<file path="src/rtl/dmardy_pkg.sv">
package dmardy_pkg;
    typedef enum logic {
        RX_IDLE  = 1'b0,
        RX_ARMED = 1'b1
    } rx_state_e;

    typedef enum logic {
        TX_HOLD = 1'b0,
        TX_OPEN = 1'b1
    } tx_state_e;

    localparam int STATUS_W     = 8;
    localparam int STATUS_SLOTS = STATUS_W / 2;
endpackage

</file>
<file path="src/rtl/dmardy_rx_fsm.sv">
module dmardy_rx_fsm
    import dmardy_pkg::*;
#(
    parameter int DEPTH = 64,
    parameter int CNT_W = $clog2(DEPTH + 1)
) (
    input  logic             clk,
    input  logic             rst_n,
    input  logic             block_mode,
    input  logic [CNT_W-1:0] fill,
    input  logic [CNT_W-1:0] trig,
    output logic             rdy_n
);
    rx_state_e        state_q, state_d;
    logic [CNT_W-1:0] eff_trig;
    logic             arm;

    assign eff_trig = (trig == '0) ? CNT_W'(1) : trig;
    assign arm      = block_mode ? (fill >= eff_trig) : (fill != '0);

    always_comb begin
        state_d = state_q;
        unique case (state_q)
            RX_IDLE:  if (arm)          state_d = RX_ARMED;
            RX_ARMED: if (fill == '0)   state_d = RX_IDLE;
            default:                    state_d = RX_IDLE;
        endcase
    end

    always_ff @(posedge clk or negedge rst_n) begin
        if (!rst_n) state_q <= RX_IDLE;
        else        state_q <= state_d;
    end

    always_comb begin
        rdy_n = (state_q != RX_ARMED);
    end


    rx_empty_release_chk: assert property (@(posedge clk) disable iff (!rst_n)
        (fill == '0) |=> rdy_n);

    rx_trigger_arm_chk: assert property (@(posedge clk) disable iff (!rst_n)
        (block_mode && fill >= eff_trig) |=> !rdy_n);

    rx_hold_chk: assert property (@(posedge clk) disable iff (!rst_n)
        (!rdy_n && fill != '0) |=> !rdy_n);
endmodule

</file>
<file path="src/rtl/dmardy_tx_fsm.sv">
module dmardy_tx_fsm
    import dmardy_pkg::*;
#(
    parameter int DEPTH = 64,
    parameter int CNT_W = $clog2(DEPTH + 1)
) (
    input  logic             clk,
    input  logic             rst_n,
    input  logic             block_mode,
    input  logic [CNT_W-1:0] free,
    input  logic [CNT_W-1:0] trig,
    output logic             rdy_n
);
    localparam logic [CNT_W-1:0] FULL_FREE = CNT_W'(DEPTH);

    tx_state_e        state_q, state_d;
    logic [CNT_W-1:0] eff_trig;
    logic             space, close;

    assign eff_trig = (trig == '0) ? CNT_W'(1) : trig;
    assign space    = block_mode ? (free >= eff_trig) : (free == FULL_FREE);
    assign close    = block_mode ? (free == '0)       : (free != FULL_FREE);

    always_comb begin
        state_d = state_q;
        unique case (state_q)
            TX_HOLD: if (space) state_d = TX_OPEN;
            TX_OPEN: if (close) state_d = TX_HOLD;
            default:            state_d = TX_HOLD;
        endcase
    end

    always_ff @(posedge clk or negedge rst_n) begin
        if (!rst_n) state_q <= TX_HOLD;
        else        state_q <= state_d;
    end

    always_comb begin
        rdy_n = (state_q != TX_OPEN);
    end


    tx_empty_open_chk: assert property (@(posedge clk) disable iff (!rst_n)
        (!block_mode && free == FULL_FREE) |=> !rdy_n);

    tx_trigger_open_chk: assert property (@(posedge clk) disable iff (!rst_n)
        (block_mode && free >= eff_trig) |=> !rdy_n);

    tx_full_close_chk: assert property (@(posedge clk) disable iff (!rst_n)
        (free == '0) |=> rdy_n);
endmodule

</file>
<file path="src/rtl/dmardy_status_pack.sv">
module dmardy_status_pack
    import dmardy_pkg::*;
#(
    parameter int NUM_CH = 2
) (
    input  logic [NUM_CH-1:0]   tx_rdy_n,
    input  logic [NUM_CH-1:0]   rx_rdy_n,
    output logic [STATUS_W-1:0] status
);
    for (genvar k = 0; k < STATUS_SLOTS; k++) begin : g_slot
        if (k < NUM_CH) begin : g_live
            assign status[k]                = ~tx_rdy_n[k];
            assign status[STATUS_SLOTS + k] = ~rx_rdy_n[k];
        end else begin : g_absent
            assign status[k]                = 1'b0;
            assign status[STATUS_SLOTS + k] = 1'b0;
        end
    end
endmodule

</file>
<file path="src/rtl/dmardy_gen.sv">
module dmardy_gen
    import dmardy_pkg::*;
#(
    parameter int NUM_CH = 2,
    parameter int DEPTH  = 64,
    parameter int CNT_W  = $clog2(DEPTH + 1)
) (
    input  logic                          clk,
    input  logic                          rst_n,
    input  logic [NUM_CH-1:0]             fifo_en,
    input  logic [NUM_CH-1:0]             dma_mode,
    input  logic [NUM_CH-1:0][CNT_W-1:0]  tx_trig,
    input  logic [NUM_CH-1:0][CNT_W-1:0]  rx_trig,
    input  logic [NUM_CH-1:0][CNT_W-1:0]  tx_free,
    input  logic [NUM_CH-1:0][CNT_W-1:0]  rx_fill,
    output logic [NUM_CH-1:0]             txrdy_n,
    output logic [NUM_CH-1:0]             rxrdy_n,
    output logic [STATUS_W-1:0]           rdy_status
);
    logic [NUM_CH-1:0] block_mode;

    assign block_mode = fifo_en & dma_mode;

    for (genvar c = 0; c < NUM_CH; c++) begin : g_ch
        dmardy_rx_fsm #(.DEPTH(DEPTH), .CNT_W(CNT_W)) u_rx (
            .clk        (clk),
            .rst_n      (rst_n),
            .block_mode (block_mode[c]),
            .fill       (rx_fill[c]),
            .trig       (rx_trig[c]),
            .rdy_n      (rxrdy_n[c])
        );

        dmardy_tx_fsm #(.DEPTH(DEPTH), .CNT_W(CNT_W)) u_tx (
            .clk        (clk),
            .rst_n      (rst_n),
            .block_mode (block_mode[c]),
            .free       (tx_free[c]),
            .trig       (tx_trig[c]),
            .rdy_n      (txrdy_n[c])
        );


        status_tx_bit_chk: assert property (@(posedge clk) disable iff (!rst_n)
            rdy_status[c] == !txrdy_n[c]);

        status_rx_bit_chk: assert property (@(posedge clk) disable iff (!rst_n)
            rdy_status[STATUS_SLOTS + c] == !rxrdy_n[c]);
    end

    dmardy_status_pack #(.NUM_CH(NUM_CH)) u_pack (
        .tx_rdy_n (txrdy_n),
        .rx_rdy_n (rxrdy_n),
        .status   (rdy_status)
    );


    reset_idle_chk: assert property (@(posedge clk)
        $rose(rst_n) |-> (&txrdy_n && &rxrdy_n && rdy_status == '0));
endmodule

</file>
<file path="config.mk">
export PLATFORM = sky130hd
export DESIGN_NAME = dmardy_gen
export DESIGN_NICKNAME = d
export VERILOG_FILES = /design/src/rtl/dmardy_pkg.sv /design/src/rtl/dmardy_rx_fsm.sv /design/src/rtl/dmardy_tx_fsm.sv /design/src/rtl/dmardy_status_pack.sv /design/src/rtl/dmardy_gen.sv
export SDC_FILE = /design/constraint.sdc
export NUM_CORES = 1
export LEC_CHECK = 0
export ABC_AREA = 0
export CORE_MARGIN = 8
export CORE_UTILIZATION = 45
export DETAILED_ROUTE_END_ITERATION = 16
export DONT_BUFFER_PORTS = 1
export GPL_ROUTABILITY_DRIVEN = 0
export HOLD_SLACK_MARGIN = 0.12
export PLACE_DENSITY = 0.61
export SLEW_MARGIN = 20
export SYNTH_ARGS = -nofsm -noshare
export SYNTH_HDL_FRONTEND = slang
export SYNTH_HIERARCHICAL = 1
export SYNTH_SLANG_ARGS = --single-unit
</file>
<file path="constraint.sdc">
create_clock -name clk -period 1.18 [get_ports clk]
set_input_delay 0.118 -clock clk [delete_from_list [all_inputs] [get_ports clk]]
set_output_delay 0.118 -clock clk [all_outputs]
set_load 0.02 [all_outputs]
</file>
==> impl_metrics.tcl <==
set metrics [dict create \
    routed_wl_um 3040 \
    drc 0 \
    swShare_pct 34.3 \
    vias 1044 \
    reg2reg_depth 3 \
    rsz0062_at_grt "yes" \
    yosys-top-cells-area "ha_1 (34%), inv_1 (13%), dfrtp_1 (9.7%)" \
    power_density_nw_per_um2 483 \
    syn_area_um2 1030 \
    cts_buffer_depth 2 \
    dr.pass1.iters 4 \
    cp_max_fo 2 \
    dpl.cell_count 176 \
    via_per_inst 5.41 \
    ir_drop_mv 0.265 \
    r2r-start "g_ch[0].u_tx/state_q$_DFF_PN0_" \
    io_pins 74 \
    synth.most_common_cell "inv_1" \
    final_max_slew_viol_count 0 \
    p_sw_mw 0.240 \
    ys_warn_count 6 \
    critPathSlowestCell "nor4_4" \
    synth_mux_area_share_pct 0 \
    dp_hpwl_um 2610 \
    hold_end "g_ch[0].u_tx/state_q$_DFF_PN0_" \
    endpoint_kind "register" \
    synthArstFlopShare_pct 100 \
    synthCells 139 \
    syn_area_per_cell_um2 7.41 \
    start_util_pct 47.0 \
    overflow 0 \
    power_frac_seq_pct 20.7 \
    crit_path_start_kind "primary input" \
    critical_path_class "primary input to register" \
    synthAdderAreaFrac_pct 34.0 \
    clockRootBuffer "clkbuf_4" \
    crit_path_cell_trace "nor4_4 -> a31o_2 -> ha_4 -> nand2b_4 -> a211oi_2 -> o311ai_1 -> a2bb2oi_1" \
    core_um2 2190 \
    dieArea_um2 4070 \
    power_frac_clock_pct 25.4 \
    ys_seq_elements 4 \
    max_freq_mhz 821 \
    wl_per_cell_um 15.7 \
    synth_compound_area_share_pct 17.3 \
    die-height_um 63.8 \
    regToRegSetupSlack_ns 0.18 \
    synthFlopType "dfrtp_1" \
    clk_latency_ns 0.23 \
    antennaDiodeCount 0 \
    utilization_pct 66.1 \
    cap_violations 0 \
    nNetsFinal 257 \
    critPathArrivalTime_ns 1.33 \
    rows 17 \
    ys_types 21 \
    period_share_pct 103 \
    first_global_vias 1163 \
    grt_max_degree 5 \
    crit_required_ns 1.29 \
    syn_to_final_growth_pct 40.6 \
    drtAntennaViolNets 0 \
    period_minus_slack_ns 1.22 \
    setup_slack_ns -0.0380 \
    p_comb_share_pct 54.0 \
    violations "negative setup slack" \
    seq_area_frac_synth_pct 9.72 \
    holdPathStages 2 \
    setup_viol 1 \
    grt_usage_pct 14.2 \
    synth_edf_count 0 \
    status "finished with violations" \
    clk_transition_reported_paths_ns 0.04 \
    drtIter0Drc 33 \
    numClockSinks 4 \
    synthSimpleGateAreaFrac_pct 22.6 \
    final_cells 193 \
    clock_skew_ns 0 \
    p_int_mw 0.460 \
    power_mw 0.700 \
    p_leak_nw 0.717 \
    htreeDepth 1 \
    synth_common_cells "inv_1 (36), ha_1 (28), nor2_1 (10), a211oi_1 (8), nor4_1 (8)" \
    setup_tns_ns -0.0380 \
    synth-xor-area-share_pct 0 \
    hold_viol_final 0 \
    numCtsBuffers 3 \
    synth_top_family_by_area "adder cells" \
    tritoncts "yes" \
    grt_antenna_before_repair 0 \
    yosysTopAreaCell "ha_1" \
    reg2reg_to "g_ch[0].u_tx/state_q$_DFF_PN0_" \
    drive_above_1_share_pct 21.8 \
    port_buffers 0 \
    grt_pass1_wl_um 4890 \
    hp-start "tx_free[5]" \
    yosysTopAreaCellShare_pct 34.0 \
    cpPeakStageDelay_ns 0.24 \
    dieWidth_um 63.8 \
    hold_class "primary input to register" \
]
[final cells by class]
class | count | area, um2
timing repair buffer | 24 | 215
multi-input combinational | 98 | 940
inverter | 36 | 135
fill | 190 | 743
tap | 28 | 35.0
sequential | 4 | 100
clock buffer | 3 | 22.5
[per-layer routing]
metal	vias up	part of all wire, %	track usage (%)
met3	0	13	7.14
met2	47	51	25.8
li1	538	-	-
met4	0	0	4.74
met5	-	0	0
met1	459	35	13.4
[power by group through the flow]
stage | clock [mW] | combinational [mW] | sequential [mW]
final | 0.177 | 0.378 | 0.145
after CTS | 0.186 | 0.347 | 0.145
after floorplan | 0 | 0.238 | 0.146
after global placement | 0 | 0.282 | 0.147
after global routing | 0.193 | 0.427 | 0.145
after detailed placement | 0 | 0.297 | 0.147
[worst max-delay path by stage]
stage | startpoint | end | slack (ns) | cells after the start
finish | tx_trig[1] | g_ch[0].u_tx/state_q$_DFF_PN0_ | -0.04 | 7
floorplan | tx_trig[1] | g_ch[0].u_tx/state_q$_DFF_PN0_ | -0.21 | 7
CTS | tx_trig[1] | g_ch[0].u_tx/state_q$_DFF_PN0_ | -0.02 | 7
global route | tx_trig[1] | g_ch[0].u_tx/state_q$_DFF_PN0_ | -0.09 | 7
global placement | tx_trig[8] | g_ch[1].u_tx/state_q$_DFF_PN0_ | -0.26 | 7
detailed placement | tx_trig[1] | g_ch[0].u_tx/state_q$_DFF_PN0_ | -0.30 | 7
[metrics by stage]
stage | hold WS [ns] | setup WS (ns) | cell area, um2
2_1_floorplan | -0.178 | -0.212 | 1130
5_1_grt | 0.122 | -0.0888 | 1450
6_report | 0.123 | -0.0380 | 1450
4_1_cts | 0.121 | -0.0218 | 1380
3_3_place_gp | -0.177 | -0.258 | 1210
3_5_place_dp | -0.177 | -0.297 | 1210
[sequential cells by signal (all words and copies together), names as in the netlist]
name and count:
g_ch.u_tx/state_q 2, g_ch.u_rx/state_q 2
[cell families after synthesis]
family / Yosys count
flip-flops: 4
AND/OR/NAND/NOR: 42
buffers and inverters: 40
other: 1
adder cells (fa/ha/maj): 28
AO/OA/AOI/OAI: 24
[worst max-delay path, delay by kind of cell]
family                   cells  cell delay (ns)
adder cells (fa/ha/maj)      1             0.20
AO/OA/AOI/OAI                4             0.63
AND/OR/NAND/NOR              2             0.37
[cells in the final DEF (no fill, tap or decap), types with 3 or more instances in the layout]
cell,synthesis,routed
a211oi_1,8,4
nor3_1,4,4
ha_1,28,24
nand2_1,4,4
conb_1,1,4
nand2b_4,0,4
o21ai_0,4,4
dfrtp_1,4,4
clkbuf_4,0,3
ha_4,0,4
a31o_2,4,4
nor2_1,10,10
a211oi_2,0,4
nor4_4,0,4
nand4_1,4,4
buf_4,4,10
dlygate4sd3_1,0,14
inv_1,36,36
nor4_1,8,4
[repair_timing]
item,CTS,global route
pin swaps,4,8
gates resized for setup,2,7
hold buffers,13,1
hold endpoints to repair,8,1
buffers inserted,0,0
setup endpoints to repair,2,4
(Power assumes the default switching activity.)
